--- src/rtl/mesi_pkg.sv ---
package mesi_pkg;

  typedef enum logic [1:0] {
    LN_I = 2'd0,
    LN_S = 2'd1,
    LN_E = 2'd2,
    LN_M = 2'd3
  } line_st_e;

  typedef enum logic [1:0] {
    BC_RD   = 2'd0,
    BC_RDX  = 2'd1,
    BC_UPGR = 2'd2,
    BC_WB   = 2'd3
  } bus_cmd_e;

  typedef enum logic [1:0] {
    OP_RD  = 2'd0,
    OP_WR  = 2'd1,
    OP_RPL = 2'd2,
    OP_NOP = 2'd3
  } cpu_op_e;

endpackage

--- src/rtl/mesi_line_store.sv ---
module mesi_line_store
  import mesi_pkg::*;
#(
  parameter int SETS   = 8,
  parameter int TAG_W  = 5,
  parameter int DATA_W = 32,
  localparam int IDX_W = (SETS > 1) ? $clog2(SETS) : 1
) (
  input  logic              clk,
  input  logic              rst_n,
  // processor-side port
  input  logic [IDX_W-1:0]  cpu_idx,
  output line_st_e          cpu_state,
  output logic [TAG_W-1:0]  cpu_tag,
  output logic [DATA_W-1:0] cpu_data,
  input  logic              cpu_we,
  input  line_st_e          cpu_wstate,
  input  logic [TAG_W-1:0]  cpu_wtag,
  input  logic              cpu_wdata_en,
  input  logic [DATA_W-1:0] cpu_wdata,
  // snoop-side port
  input  logic [IDX_W-1:0]  snp_idx,
  output line_st_e          snp_state,
  output logic [TAG_W-1:0]  snp_tag,
  output logic [DATA_W-1:0] snp_data,
  input  logic              snp_we,
  input  line_st_e          snp_wstate
);

  line_st_e          st_q   [SETS];
  logic [TAG_W-1:0]  tag_q  [SETS];
  logic [DATA_W-1:0] data_q [SETS];

  for (genvar g = 0; g < SETS; g++) begin : g_line
    logic hit_snp, hit_cpu;
    assign hit_snp = snp_we && (snp_idx == IDX_W'(g));
    assign hit_cpu = cpu_we && (cpu_idx == IDX_W'(g));

    always_ff @(posedge clk) begin
      if (!rst_n) begin
        st_q[g]   <= LN_I;
        tag_q[g]  <= '0;
        data_q[g] <= '0;
      end else if (hit_snp) begin
        st_q[g] <= snp_wstate;
      end else if (hit_cpu) begin
        st_q[g]  <= cpu_wstate;
        tag_q[g] <= cpu_wtag;
        if (cpu_wdata_en) data_q[g] <= cpu_wdata;
      end
    end
  end

  assign cpu_state = st_q[cpu_idx];
  assign cpu_tag   = tag_q[cpu_idx];
  assign cpu_data  = data_q[cpu_idx];
  assign snp_state = st_q[snp_idx];
  assign snp_tag   = tag_q[snp_idx];
  assign snp_data  = data_q[snp_idx];

  // processor-side updates never coincide with a snoop update
  assert_snoop_first_R14: assert property (@(posedge clk) disable iff (!rst_n)
    !(cpu_we && snp_we));

endmodule

--- src/rtl/mesi_snoop_unit.sv ---
module mesi_snoop_unit
  import mesi_pkg::*;
#(
  parameter int TAG_W  = 5,
  parameter int DATA_W = 32,
  parameter bit C2C_EN = 1'b1
) (
  input  logic              snp_valid,
  input  bus_cmd_e          snp_cmd,
  input  logic [TAG_W-1:0]  snp_tag,
  input  logic              snp_prio_i,
  input  line_st_e          line_state,
  input  logic [TAG_W-1:0]  line_tag,
  input  logic [DATA_W-1:0] line_data,
  output logic              shared_o,
  output logic              flush_o,
  output logic              supply_o,
  output logic [DATA_W-1:0] data_o,
  output logic              line_we,
  output line_st_e          line_wstate
);

  logic hit, is_rd, is_inv, clean;

  assign hit    = snp_valid && (line_state != LN_I) && (line_tag == snp_tag);
  assign is_rd  = (snp_cmd == BC_RD);
  assign is_inv = (snp_cmd == BC_RDX) || (snp_cmd == BC_UPGR);
  assign clean  = (line_state == LN_S) || (line_state == LN_E);

  assign shared_o = hit && is_rd;
  assign flush_o  = hit && (line_state == LN_M) && (is_rd || is_inv);

  if (C2C_EN) begin : g_c2c
    assign supply_o = hit && clean && (is_rd || snp_cmd == BC_RDX) && !snp_prio_i;
  end else begin : g_mem_only
    logic unused_prio;
    assign unused_prio = snp_prio_i;
    assign supply_o = 1'b0;
  end

  assign data_o = (flush_o || supply_o) ? line_data : '0;

  always_comb begin
    line_we     = 1'b0;
    line_wstate = LN_S;
    if (hit && is_inv) begin
      line_we     = 1'b1;
      line_wstate = LN_I;
    end else if (hit && is_rd && line_state != LN_S) begin
      line_we     = 1'b1;
      line_wstate = LN_S;
    end
  end

endmodule

--- src/rtl/mesi_req_fsm.sv ---
module mesi_req_fsm
  import mesi_pkg::*;
#(
  parameter int ADDR_W = 8,
  parameter int DATA_W = 32,
  parameter int IDX_W  = 3,
  localparam int TAG_W = ADDR_W - IDX_W
) (
  input  logic              clk,
  input  logic              rst_n,
  input  logic              cpu_req_valid,
  output logic              cpu_req_ready,
  input  logic [1:0]        cpu_req_op,
  input  logic [ADDR_W-1:0] cpu_req_addr,
  input  logic [DATA_W-1:0] cpu_req_wdata,
  output logic              cpu_rsp_valid,
  input  logic              cpu_rsp_ready,
  output logic [DATA_W-1:0] cpu_rsp_rdata,
  output logic              bus_req_valid,
  input  logic              bus_req_ready,
  output bus_cmd_e          bus_req_cmd,
  output logic [ADDR_W-1:0] bus_req_addr,
  output logic [DATA_W-1:0] bus_req_data,
  input  logic              bus_shared_i,
  input  logic              bus_fill_valid,
  input  logic [DATA_W-1:0] bus_fill_data,
  input  logic              snp_busy_i,
  output logic [IDX_W-1:0]  line_idx_o,
  input  line_st_e          line_state_i,
  input  logic [TAG_W-1:0]  line_tag_i,
  input  logic [DATA_W-1:0] line_data_i,
  output logic              line_we_o,
  output line_st_e          line_wstate_o,
  output logic [TAG_W-1:0]  line_wtag_o,
  output logic              line_wdata_en_o,
  output logic [DATA_W-1:0] line_wdata_o
);

  typedef enum logic [2:0] {F_IDLE, F_DECIDE, F_ADDR, F_FILL, F_RESP} fsm_e;

  fsm_e              st_q, st_d;
  cpu_op_e           op_q;
  logic [ADDR_W-1:0] addr_q;
  logic [DATA_W-1:0] wdata_q, rdata_q;
  bus_cmd_e          cmd_q, cmd_d;
  logic              shr_q;

  logic [IDX_W-1:0]  idx;
  logic [TAG_W-1:0]  tag;
  logic              hit, dirty_victim, owns;
  logic              need_bus, loc_done, loc_we, loc_den, loc_rd;
  line_st_e          loc_state;

  assign idx          = addr_q[IDX_W-1:0];
  assign tag          = addr_q[ADDR_W-1:IDX_W];
  assign hit          = (line_state_i != LN_I) && (line_tag_i == tag);
  assign dirty_victim = (line_state_i == LN_M) && (line_tag_i != tag);
  assign owns         = (line_state_i == LN_E) || (line_state_i == LN_M);
  assign line_idx_o   = idx;

  // decision from the live line state
  always_comb begin
    need_bus  = 1'b0;
    cmd_d     = BC_RD;
    loc_done  = 1'b0;
    loc_we    = 1'b0;
    loc_den   = 1'b0;
    loc_rd    = 1'b0;
    loc_state = LN_I;
    unique case (op_q)
      OP_RD: begin
        if (hit) begin
          loc_done = 1'b1;
          loc_rd   = 1'b1;
        end else begin
          need_bus = 1'b1;
          cmd_d    = dirty_victim ? BC_WB : BC_RD;
        end
      end
      OP_WR: begin
        if (hit && owns) begin
          loc_done  = 1'b1;
          loc_we    = 1'b1;
          loc_den   = 1'b1;
          loc_state = LN_M;
        end else if (hit) begin
          need_bus = 1'b1;
          cmd_d    = BC_UPGR;
        end else begin
          need_bus = 1'b1;
          cmd_d    = dirty_victim ? BC_WB : BC_RDX;
        end
      end
      OP_RPL: begin
        if (hit && line_state_i == LN_M) begin
          need_bus = 1'b1;
          cmd_d    = BC_WB;
        end else if (hit) begin
          loc_done  = 1'b1;
          loc_we    = 1'b1;
          loc_state = LN_I;
        end else begin
          loc_done = 1'b1;
        end
      end
      default: loc_done = 1'b1;
    endcase
  end

  always_comb begin
    st_d            = st_q;
    line_we_o       = 1'b0;
    line_wstate_o   = LN_I;
    line_wtag_o     = tag;
    line_wdata_en_o = 1'b0;
    line_wdata_o    = wdata_q;
    unique case (st_q)
      F_IDLE: if (cpu_req_valid) st_d = F_DECIDE;
      F_DECIDE: begin
        if (!snp_busy_i) begin
          if (need_bus) begin
            if (bus_req_ready) st_d = F_ADDR;
          end else if (loc_done) begin
            line_we_o       = loc_we;
            line_wstate_o   = loc_state;
            line_wdata_en_o = loc_den;
            st_d            = F_RESP;
          end
        end
      end
      F_ADDR: begin
        unique case (cmd_q)
          BC_RD, BC_RDX: st_d = F_FILL;
          BC_UPGR: begin
            line_we_o       = 1'b1;
            line_wstate_o   = LN_M;
            line_wdata_en_o = 1'b1;
            st_d            = F_RESP;
          end
          default: begin
            line_we_o     = 1'b1;
            line_wstate_o = LN_I;
            st_d          = F_DECIDE;
          end
        endcase
      end
      F_FILL: begin
        if (bus_fill_valid) begin
          line_we_o       = 1'b1;
          line_wdata_en_o = 1'b1;
          if (cmd_q == BC_RD) begin
            line_wstate_o = shr_q ? LN_S : LN_E;
            line_wdata_o  = bus_fill_data;
            st_d          = F_DECIDE;
          end else begin
            line_wstate_o = LN_M;
            st_d          = F_RESP;
          end
        end
      end
      F_RESP: if (cpu_rsp_ready) st_d = F_IDLE;
      default: st_d = F_IDLE;
    endcase
  end

  always_ff @(posedge clk) begin
    if (!rst_n) begin
      st_q    <= F_IDLE;
      op_q    <= OP_NOP;
      addr_q  <= '0;
      wdata_q <= '0;
      rdata_q <= '0;
      cmd_q   <= BC_RD;
      shr_q   <= 1'b0;
    end else begin
      st_q <= st_d;
      if (st_q == F_IDLE && cpu_req_valid) begin
        op_q    <= cpu_op_e'(cpu_req_op);
        addr_q  <= cpu_req_addr;
        wdata_q <= cpu_req_wdata;
      end
      if (bus_req_valid && bus_req_ready) cmd_q <= cmd_d;
      if (st_q == F_ADDR) shr_q <= bus_shared_i;
      if (st_q == F_DECIDE && !snp_busy_i && loc_rd) rdata_q <= line_data_i;
    end
  end

  assign cpu_req_ready = (st_q == F_IDLE);
  assign cpu_rsp_valid = (st_q == F_RESP);
  assign cpu_rsp_rdata = rdata_q;
  assign bus_req_valid = (st_q == F_DECIDE) && !snp_busy_i && need_bus;
  assign bus_req_cmd   = cmd_d;
  assign bus_req_addr  = (cmd_d == BC_WB) ? {line_tag_i, idx} : addr_q;
  assign bus_req_data  = line_data_i;

  // fill state follows the shared line sampled in the address phase
  assert_fill_state_R2: assert property (@(posedge clk) disable iff (!rst_n)
    (st_q == F_FILL && bus_fill_valid && cmd_q == BC_RD) |=>
      (line_state_i == ($past(shr_q) ? LN_S : LN_E)));

  // a write to an owned line dirties it without the bus
  assert_owned_write_silent_R4: assert property (@(posedge clk) disable iff (!rst_n)
    (st_q == F_DECIDE && !snp_busy_i && op_q == OP_WR && hit && owns) |->
      (!bus_req_valid ##1 line_state_i == LN_M));

  // bus request held until grant unless a snoop intervenes
  assert_bus_req_hold_R13: assert property (@(posedge clk) disable iff (!rst_n)
    (bus_req_valid && !bus_req_ready) |=> (bus_req_valid || snp_busy_i));

  // response held with stable data until accepted
  assert_rsp_hold_R13: assert property (@(posedge clk) disable iff (!rst_n)
    (cpu_rsp_valid && !cpu_rsp_ready) |=> (cpu_rsp_valid && $stable(cpu_rsp_rdata)));

endmodule

--- src/rtl/mesi_snoop_ctrl.sv ---
module mesi_snoop_ctrl
  import mesi_pkg::*;
#(
  parameter int ADDR_W = 8,
  parameter int DATA_W = 32,
  parameter int SETS   = 8,
  parameter bit C2C_EN = 1'b1,
  localparam int IDX_W = (SETS > 1) ? $clog2(SETS) : 1,
  localparam int TAG_W = ADDR_W - IDX_W
) (
  input  logic              clk,
  input  logic              rst_n,
  input  logic              cpu_req_valid,
  output logic              cpu_req_ready,
  input  logic [1:0]        cpu_req_op,
  input  logic [ADDR_W-1:0] cpu_req_addr,
  input  logic [DATA_W-1:0] cpu_req_wdata,
  output logic              cpu_rsp_valid,
  input  logic              cpu_rsp_ready,
  output logic [DATA_W-1:0] cpu_rsp_rdata,
  output logic              bus_req_valid,
  input  logic              bus_req_ready,
  output logic [1:0]        bus_req_cmd,
  output logic [ADDR_W-1:0] bus_req_addr,
  output logic [DATA_W-1:0] bus_req_data,
  input  logic              bus_shared_i,
  input  logic              bus_fill_valid,
  input  logic [DATA_W-1:0] bus_fill_data,
  input  logic              snp_valid,
  input  logic [1:0]        snp_cmd,
  input  logic [ADDR_W-1:0] snp_addr,
  input  logic              snp_prio_i,
  output logic              snp_shared_o,
  output logic              snp_flush_o,
  output logic              snp_supply_o,
  output logic [DATA_W-1:0] snp_data_o
);

  logic [IDX_W-1:0]  c_idx;
  line_st_e          c_state, c_wstate, s_state, s_wstate;
  logic [TAG_W-1:0]  c_tag, c_wtag, s_tag;
  logic [DATA_W-1:0] c_data, c_wdata, s_data;
  logic              c_we, c_den, s_we;
  bus_cmd_e          req_cmd;

  mesi_line_store #(.SETS(SETS), .TAG_W(TAG_W), .DATA_W(DATA_W)) u_store (
    .clk, .rst_n,
    .cpu_idx(c_idx), .cpu_state(c_state), .cpu_tag(c_tag), .cpu_data(c_data),
    .cpu_we(c_we), .cpu_wstate(c_wstate), .cpu_wtag(c_wtag),
    .cpu_wdata_en(c_den), .cpu_wdata(c_wdata),
    .snp_idx(snp_addr[IDX_W-1:0]), .snp_state(s_state), .snp_tag(s_tag),
    .snp_data(s_data), .snp_we(s_we), .snp_wstate(s_wstate)
  );

  mesi_snoop_unit #(.TAG_W(TAG_W), .DATA_W(DATA_W), .C2C_EN(C2C_EN)) u_snoop (
    .snp_valid, .snp_cmd(bus_cmd_e'(snp_cmd)), .snp_tag(snp_addr[ADDR_W-1:IDX_W]),
    .snp_prio_i, .line_state(s_state), .line_tag(s_tag), .line_data(s_data),
    .shared_o(snp_shared_o), .flush_o(snp_flush_o), .supply_o(snp_supply_o),
    .data_o(snp_data_o), .line_we(s_we), .line_wstate(s_wstate)
  );

  mesi_req_fsm #(.ADDR_W(ADDR_W), .DATA_W(DATA_W), .IDX_W(IDX_W)) u_fsm (
    .clk, .rst_n,
    .cpu_req_valid, .cpu_req_ready, .cpu_req_op, .cpu_req_addr, .cpu_req_wdata,
    .cpu_rsp_valid, .cpu_rsp_ready, .cpu_rsp_rdata,
    .bus_req_valid, .bus_req_ready, .bus_req_cmd(req_cmd), .bus_req_addr,
    .bus_req_data, .bus_shared_i, .bus_fill_valid, .bus_fill_data,
    .snp_busy_i(snp_valid),
    .line_idx_o(c_idx), .line_state_i(c_state), .line_tag_i(c_tag),
    .line_data_i(c_data), .line_we_o(c_we), .line_wstate_o(c_wstate),
    .line_wtag_o(c_wtag), .line_wdata_en_o(c_den), .line_wdata_o(c_wdata)
  );

  assign bus_req_cmd = req_cmd;

  // dirty flush and clean supply never drive the data together
  assert_one_source_R11: assert property (@(posedge clk) disable iff (!rst_n)
    $onehot0({snp_flush_o, snp_supply_o}));

  // the shared line is only driven during a snooped read
  assert_shared_on_read_R7: assert property (@(posedge clk) disable iff (!rst_n)
    snp_shared_o |-> (snp_valid && snp_cmd == 2'd0));

  // no bus request while a snoop is present
  assert_no_req_in_snoop_R14: assert property (@(posedge clk) disable iff (!rst_n)
    snp_valid |-> !bus_req_valid);

endmodule

--- config.mk ---
export PLATFORM = sky130hd
export DESIGN_NAME = mesi_snoop_ctrl
export DESIGN_NICKNAME = d
export VERILOG_FILES = /design/src/rtl/mesi_pkg.sv /design/src/rtl/mesi_line_store.sv /design/src/rtl/mesi_snoop_unit.sv /design/src/rtl/mesi_req_fsm.sv /design/src/rtl/mesi_snoop_ctrl.sv
export SDC_FILE = /design/constraint.sdc
export NUM_CORES = 1
export LEC_CHECK = 0
export CAP_MARGIN = 20
export CORE_MARGIN = 4
export CORE_UTILIZATION = 38
export DETAILED_ROUTE_END_ITERATION = 12
export DONT_BUFFER_PORTS = 1
export PLACE_DENSITY = 0.49
export SYNTH_ARGS = -nofsm -noshare
export SYNTH_HDL_FRONTEND = slang
export SYNTH_HIERARCHICAL = 1
export SYNTH_SLANG_ARGS = --single-unit
--- constraint.sdc ---
create_clock -name clk -period 6.9 [get_ports clk]
set_input_delay 1.035 -clock clk [delete_from_list [all_inputs] [get_ports clk]]
set_output_delay 1.035 -clock clk [all_outputs]
set_load 0.03 [all_outputs]
# Word level (Yosys, flattened, before mapping)
# Memory sizes are Yosys's and may differ from the RTL's. A register that Yosys moved wholly into a read port is not among the register bits.
# Cells that the tools add are included.
[op_classes] n_addsub=0 multipliers=0 div=0 order_cmp=0 n_eq_ne=40 shift=0 muxes=186 bitwise=32 reduce_logical=53
[op_table] op="32-bit two-way mux" n=12
[op_table] op="1-bit two-way mux" n=111
[op_table] op="2-bit two-way mux" n=31
[op_table] op="3-bit two-way mux" n=14
[op_table] op="5-bit two-way mux" n=8
[op_table] op="1-bit logical AND" n=35
[op_table] op="1-bit OR" n=32
[op_table] op="3-bit equality test (second input constant)" n=9
[op_table] op="3-bit by 2-bit equality test with 1-bit output (second input constant)" n=6
[op_table] op="2-bit equality test (second input constant)" n=8
[op_table] op="3-bit case mux with 5 select lines" n=1
[op_table] op="1-bit case mux with 3 select lines" n=4
[op_table] op="2-bit case mux with 3 select lines" n=2
[op_table] op="5-bit equality test" n=2
[op_table] op="3-bit by 1-bit equality test with 1-bit output (second input constant)" n=3
[op_table] op="3-bit logical NOT" n=3
[op_table] op="2-bit by 1-bit equality test with 1-bit output (second input constant)" n=4
[op_table] op="8-bit two-way mux" n=1
[op_table] op="2-bit logical NOT" n=3
[op_table] op="1-bit logical OR" n=6
[op_table] op="2-bit != test (second input constant)" n=3
[op_table] op="3-bit case mux with 2 select lines" n=1
[op_table] op="6-bit AND reduction" n=1
[op_table] op="5-bit != test" n=1
[op_table] op="other kinds (7)" n=10
[totals] regBits=80 latchBits=0 ram_bits=312 mem_bits_ro=0 in_bits=93 elab_cells=321 mem_count=3
[memory_table] name="u_store.data_q" depth=8 width=32 rd=2 rd_ports_with_merged_regs=1 wr=8 line="mesi_line_store.sv:32" rtl="logic [DATA_W-1:0] data_q [SETS];"
[memory_table] name="u_store.tag_q" depth=8 width=5 rd=2 rd_ports_with_merged_regs=1 wr=8 line="mesi_line_store.sv:31" rtl="logic [TAG_W-1:0] tag_q [SETS];"
[memory_table] name="u_store.st_q" depth=8 width=2 rd=2 rd_ports_with_merged_regs=1 wr=8 line="mesi_line_store.sv:30" rtl="line_st_e st_q [SETS];"

# Depth between registers and ports, before layout
# Gate-level depths: netlist of run 1.
[logic_depth] word_depth=15 ltp_mapped=20 depth_no_buf=13

# Hierarchy
# Netlist of run 1, hierarchy kept.
[modules_own_cells] mod="mesi_line_store" instances=1 cells_per_inst=1385 area_each_um2=16910.0 seq_area_each_um2=9369.0
[modules_own_cells] mod="mesi_req_fsm" instances=1 cells_per_inst=506 area_each_um2=4033.9 seq_area_each_um2=1601.5
[modules_own_cells] mod="mesi_snoop_unit" instances=1 cells_per_inst=71 area_each_um2=499.2 seq_area_each_um2=0.0

# Worst setup path before layout of run 1
# OpenSTA, ideal clock, no wires.
[synth_timing] path_type="reg2reg" startpoint="register u_fsm.addr_q[2]" endpoint="memory u_store.data_q[0][0] (enable)" arrival_ns=5.930 slack_ns=0.504 stages_incl_launch_ff=19 n_path_buf=5 period_less_slack_ns=6.396 cell_sequence="dfxtp_1 > buf_4 > buf_4 > buf_12 > buf_6 > nor2_1 > mux4_2 > a21oi_1 > xor2_1 > nor3_4 > and2_1 > a311oi_2 > nor3b_1 > nand3_1 > nand3_1 > nor4b_4 > nand2_2 > buf_4 > o21ai_0"
[synth_lines] element="start, declared" line="mesi_req_fsm.sv:43" rtl="logic [ADDR_W-1:0] addr_q;"
[synth_lines] element="start signal, assigned" line="mesi_req_fsm.sv:179" rtl="addr_q <= cpu_req_addr;"
[synth_lines] element="end, declared" line="mesi_line_store.sv:32"

==> metrics.md, run 1 <==
| Metric | Value |
|---|---|
| Final period utilization | `0.835` |
| Clock Sinks | `392` |
| CP endpoint kind | `flop` |
| Status | `complete, no violations` |
| Max IR drop VDD | `0.181 mV` |
| CP required | `7120 ps` |
| Asr flop ratio synth | `0` |
| Main flop type after synthesis | `edfxtp_1` |
| Final Setup Violations | `0` |
| Clock transition at path regs | `60 ps` |
| Vias in the first global route | `15495` |
| Post_cts resized | `0` |
| H-tree Lvls | `2` |
| Fmax | `174 MHz` |
| Skew-Pair Late Insertion Delay | `590 ps` |
| Post-synth EDFFs | `312` |
| Post-synth cell types | `85` |
| Final Max Tran Viols | `0` |
| Share of post-route cells with drive strength above 1 | `0.200` |
| Tmin final | `5760 ps` |
| Synthesized Nets | `2065` |
| Worst Max-Slew Pin Slew | `1100 ps` |
| Clock buffer depth | `3` |
| Final Non-Filler Cells | `2647` |
| Setup CP Type | `reg2reg` |
| Clock root buffer | `clkbuf_16` |
| Fin Setup TNS | `0 ps` |
| Post-CTS Setup Bufs | `0` |
| Max_slew headroom | `0.269` |
| Placement Setup Slack | `1230 ps` |
| Crit path launch type | `flop` |
| TritonCTS buffer count | `47` |
| CTS Hold Bufs | `0` |
| Wire per inst | `28.1 um` |
| Global-route wire length before repair | `108000 um` |
| Max Cap Viol | `0` |
| Diodes inserted | `0` |
| CTS tree | `built` |
| Final Hold Viols | `0` |
| Tot Pwr | `6.87 mW` |
| Core area | `55500 um2` |
| Mapped Area | `21400 um2` |
| GPL Wtd Cong | `0.883` |
| Final ANT Viol Nets | `0` |
| Largest net degree at the start of global routing | `150` |
| Grt ovf | `0` |
| Remaining DRCs | `0` |
| LEAKAGE | `7.65 nW` |
| Port-buffer cells | `0` |
| Synthesis Warnings | `6` |
| Post-DP HPWL | `47500 um` |
| Final worst setup slack | `1140 ps` |
| Layout Skew | `17.8 ps` |
| Vias | `15552` |
| Die width | `246 um` |
| Pwr dens | `296 nW/um2` |
| Syn Inst Count | `1962` |
| Most frequent cells in the layout | `nor2_1, edfxtp_1, nand2_1` |
| Worst hold path type | `reg2reg` |
| Post-layout nets | `1964` |
| Seq/Total Area, Yosys | `0.512` |
| Initial antenna violation count | `1` |
| Unrepaired setup endpoints after global routing | `false` |
| Final core utilization | `0.419` |
| Standard-cell rows | `86` |
| FF+latch count, synth | `392` |
| DR pass1 iterations | `5` |
| Die Y | `246 um` |
| Commonest non-fill, non-tap cell in the layout | `nor2_1` |
| Avg Cell Area, Syn | `10.9 um2` |
| Die area | `60300 um2` |
| DR iter-0 viols | `1455` |
| Synth-to-layout area growth | `8.46%` |
| Crit path DAT | `5980 ps` |
| Via density | `5.88` |
| Final WL | `74500 um` |
| GRT Overall Usage | `0.241` |
| Placed cells | `2559` |
| Crit Path Max Fanout | `33` |
| I/O pins | `205` |
| Starting Density | `0.386` |
==> critical path, cell delays in order, from the launching register on <==
cell	delay, ps
dfxtp_4	620
buf_4	510
nand3b_1	440
o22ai_1	150
a21oi_1	350
xor2_1	120
nor2_1	400
a211oi_1	170
a311oi_2	280
nor3b_1	300
nand3_1	120
nand3_1	300
and4bb_2	340
nand2_1	440
o21ai_4	280
buf_4	480
==> flip-flops by register name (all words and copies together), names as in the netlist <==
signal and cells:
u_fsm/addr_q 8, u_fsm/cmd_q 2, u_fsm/cpu_rsp_rdata 32, u_fsm/op_q 2, u_fsm/shr_q 1, u_fsm/st_q 3
u_fsm/wdata_q 32, u_store/data_q 256, u_store/st_q 16, u_store/tag_q 40
==> synth_stat cells (25+ instances only) <==
| master | number | area share |
|---|---|---|
| mux4_2 | 45 | 0.047 |
| buf_2 | 60 | 0.014 |
| nor2_1 | 317 | 0.055 |
| o22ai_1 | 78 | 0.023 |
| mux2_2 | 125 | 0.066 |
| buf_6 | 25 | 0.013 |
| and2_1 | 37 | 0.011 |
| a21oi_1 | 101 | 0.024 |
| buf_4 | 54 | 0.019 |
| clkbuf_1 | 48 | 0.0084 |
| nand2_1 | 281 | 0.049 |
| mux2i_1 | 66 | 0.031 |
| edfxtp_1 | 312 | 0.44 |
| dfxtp_1 | 80 | 0.075 |
| nand3_1 | 25 | 0.0058 |
==> power breakdown <==
| part | internal (mW) | switching (mW) |
|---|---|---|
| Combinational | 0.466 | 0.958 |
| Clock | 1.60 | 1.06 |
| Sequential | 2.67 | 0.123 |
==> kinds of logic after synthesis <==
logic type	share of synthesized area
AND/OR/NAND/NOR	0.163
flip-flops	0.512
AO/OA/AOI/OAI	0.105
multiplexers	0.148
buffers and inverters	0.0633
adder cells (fa/ha/maj)	0.00583
XOR/XNOR	0.00286
other	0.000175
==> final timing paths <==
| kind | start | to | slack, ps | cells after the start |
|---|---|---|---|---|
| worst max-delay path | u_fsm/addr_q[2]$_SDFFE_PN0P_ | u_store/data_q[1][4]$_SDFFCE_PN0P_ | 1140 | 15 |
| worst min-delay path | u_fsm/wdata_q[1]$_SDFFE_PN0P_ | u_fsm/wdata_q[1]$_SDFFE_PN0P_ | 450 | 2 |
| worst max register to register | u_fsm/addr_q[2]$_SDFFE_PN0P_ | u_store/data_q[1][4]$_SDFFCE_PN0P_ | 1140 | 15 |
| worst min register to register | u_fsm/wdata_q[1]$_SDFFE_PN0P_ | u_fsm/wdata_q[1]$_SDFFE_PN0P_ | 450 | 2 |
==> metal layers <==
| layer | wire length (um) | track usage |
|---|---|---|
| met1 | 31700 | 0.328 |
| met2 | 35100 | 0.396 |
| met3 | 5710 | 0.0490 |
| met4 | 1920 | 0.0624 |
| met5 | 13 | 0 |
==> stage by stage <==
| step | area [um2] | hold WS (ps) |
|---|---|---|
| detailed placement | 21600 | 443 |
| finish | 23300 | 449 |
| global route | 23300 | 468 |
| floorplan | 21400 | 433 |
| global placement | 21600 | 438 |
| CTS | 23200 | 452 |
==> layout make-up <==
cell class | count | area, um2
inverters | 20 | 76.3
clock inverters | 26 | 308
repair buffers | 48 | 393
multi-input cells | 1352 | 9220
flip-flops and latches | 392 | 11000
fillers | 5412 | 32300
well taps | 748 | 936
clock buffers | 61 | 1340
(Power assumes the default switching activity.)
==> inputs of run 2 (changes only) <==
Clock period 6.9 ns to 5.6 ns, I/O delays scaled along.
==> metrics.md, run 2 (same netlist as run 1, synthesis figures left out) <==
| Metric | Value |
|---|---|
| I/O pins | `205 (unchanged)` |
| Die area | `60300 um2 (unchanged)` |
| Final period utilization | `0.915 (+0.0798)` |
| Power share of the clock group | `0.368 (-0.019)` |
| Net Sw Power | `2.58 mW (+21%)` |
| Share of post-route cells with drive strength above 1 | `0.200 (about the same)` |
| Fin Setup TNS | `0 ps (unchanged)` |
| Synth-to-layout area growth | `8.29%` |
| GRT Max-Usage Layer | `met2` |
| Max_slew headroom | `0.216 (-0.0537)` |
| Grt ovf | `0 (unchanged)` |
| Final Max Tran Viols | `0 (unchanged)` |
| Vias in the first global route | `15277 (-1.4%)` |
| CTS Hold Bufs | `0 (unchanged)` |
| Final Setup Violations | `0 (unchanged)` |
| Final WL | `74700 um (+0.36%)` |
| Met2 Usage GRT | `0.392 (-0.00353)` |
| H-tree Lvls | `2 (unchanged)` |
| Max reg flops | `256 (unchanged)` |
| CP endpoint kind | `flop` |
| GRT Overall Usage | `0.242 (+0.000768)` |
| Final ANT Viol Nets | `0 (unchanged)` |
| Core area | `55500 um2 (unchanged)` |
| Met1 Use GR | `0.337 (+0.00839)` |
| Worst Max-Slew Pin Slew | `1180 ps (+80.5 ps)` |
| Fmax | `195 MHz (+12%)` |
| Switching Fraction | `0.314 (+0.00277)` |
| Max Cap Viol | `0 (unchanged)` |
| Most frequent cells in the layout | `nor2_1, edfxtp_1, nand2_1` |
| Multi-input gate area | `9230 um2 (about the same)` |
| Standard-cell rows | `86 (unchanged)` |
| Clock Sinks | `392 (unchanged)` |
| DR iter-0 viols | `1482 (+1.9%)` |
| Global-route wire length before repair | `108000 um (+0.39%)` |
| Commonest non-fill, non-tap cell in the layout | `nor2_1` |
| Die Y | `246 um (unchanged)` |
| Largest Register | `u_store/data_q` |
| Fillers | `5344 (-1.3%)` |
| Post_cts resized | `0 (unchanged)` |
| Max IR drop VDD | `0.213 mV (+18%)` |
| Initial antenna violation count | `1 (unchanged)` |
| Setup CP Type | `reg2reg` |
| Crit path DAT | `5410 ps (-570 ps)` |
| Via density | `5.82 (-0.88%)` |
| Vias | `15497 (-0.35%)` |
| Remaining DRCs | `0 (unchanged)` |
| LEAKAGE | `7.66 nW (about the same)` |
| Final instance area | `23200 um2 (-0.16%)` |
| Cell internal pwr | `5.64 mW (+19%)` |
| Cell area after placement | `21700 um2 (+0.56%)` |
| FF/Latch Area | `11000 um2 (unchanged)` |
| TritonCTS buffer count | `47 (unchanged)` |
| Die width | `246 um (unchanged)` |
| GPL Wtd Cong | `0.868 (-1.7%)` |
| Post-CTS Setup Bufs | `0 (unchanged)` |
| Routing usage on met3 | `0.0492 (+0.000218)` |
| Post-layout nets | `1977 (+0.66%)` |
| Final Hold Viols | `0 (unchanged)` |
| Post-DP HPWL | `48200 um (+1.3%)` |
| Starting Density | `0.386 (unchanged)` |
| Pwr dens | `354 nW/um2 (+20%)` |
| CP required | `5890 ps (-1230 ps)` |
| Worst hold path type | `in2reg` |
| Wire per inst | `28.1 um (-0.17%)` |
| Clock transition at path regs | `60 ps (about the same)` |
| Layout Skew | `20.4 ps (+2.55 ps)` |
| Port-buffer cells | `0 (unchanged)` |
| Largest registers | `u_store/data_q (256), u_store/tag_q (40)` |
| Crit Path Max Fanout | `55 (+67%)` |
| Seq pwr share | `0.419 (+0.013)` |
| CTS tree | `built` |
| Crit path launch type | `flop` |
| Status | `complete, no violations` |
| Clock root buffer | `clkbuf_16` |
| Skew-Pair Late Insertion Delay | `590 ps (about the same)` |
| Unrepaired setup endpoints after global routing | `false` |
| DR pass1 iterations | `6 (+1)` |
| Largest net degree at the start of global routing | `150 (unchanged)` |
| Diodes inserted | `0 (unchanged)` |
| Tmin final | `5120 ps (-639 ps)` |
| Clock buffer depth | `3 (unchanged)` |
| Comb power frac | `0.213 (+0.006)` |
-- run 2: cell count changes in the layout (fill, tap and decap cells not counted), sizes merged --
cell / previous run / this run
buf: 48 / 61
bufinv: 6 / 4
clkbuf: 61 / 63
clkinv: 15 / 22
inv: 20 / 19
clkinvlp: 5 / 0
-- run 2: routing by layer --
metal / part of all wire / wire length, um / vias to the layer above
li1: - / - / 6906
met1: 0.43 / 32300 / 7807
met2: 0.47 / 34900 / 702
met3: 0.081 / 6050 / 82
met4: 0.019 / 1440 / 0
met5: 0 / 0 / -
-- run 2: metrics by stage --
stage	cells	worst slack (ps)	hold WS [ps]	utilization	power, mW
4_1_cts	2661	492	311	0.418	8.31
3_3_place_gp	2571	663	439	0.391	5.25
6_report	2661	476	350	0.418	8.23
3_5_place_dp	2573	566	444	0.391	5.26
2_1_floorplan	1962	73.8	433	-	4.91
5_1_grt	2661	217	333	0.418	8.55
-- run 2: path summary, 6_finish.rpt --
check / from / endpoint / slack [ps] / depth (start not counted)
min reg2reg: u_fsm/wdata_q[30]$_SDFFE_PN0P_ / u_fsm/wdata_q[30]$_SDFFE_PN0P_ / 450 / 2
max: u_fsm/addr_q[1]$_SDFFE_PN0P_ / u_store/tag_q[7][4]$_SDFFCE_PN0P_ / 480 / 14
max reg2reg: u_fsm/addr_q[1]$_SDFFE_PN0P_ / u_store/tag_q[7][4]$_SDFFCE_PN0P_ / 480 / 14
min: rst_n / u_fsm/op_q[0]$_SDFFE_PN1P_ / 350 / 1
-- run 2: area by class of cell --
class / instances / area share
flip-flops and latches: 392 / 0.473
multi-input cells: 1352 / 0.397
clock buffers: 63 / 0.0546
well taps: 748 / 0.0403
repair buffers: 61 / 0.0217
clock inverters: 25 / 0.0100
inverters: 20 / 0.00329
-- run 2: critical path: stages, from the launching register on --
cell and delay, ps:
dfxtp_4 850, nand3b_1 520, o22ai_1 250, a21oi_1 130
xor2_1 180, nor2_1 400, and2_1 300, a311oi_2 150
nor3b_1 190, nand3_1 90, nand3_1 270, and4_4 330
nand2_1 220, buf_4 580, nand2_1 280
-- run 2: power by group through the flow --
stage,clock [mW],sequential (mW),combinational [mW]
2_1_floorplan,0,3.41,1.50
3_3_place_gp,0,3.50,1.76
3_5_place_dp,0,3.50,1.76
4_1_cts,3.11,3.44,1.76
5_1_grt,3.21,3.46,1.87
6_report,3.03,3.44,1.75
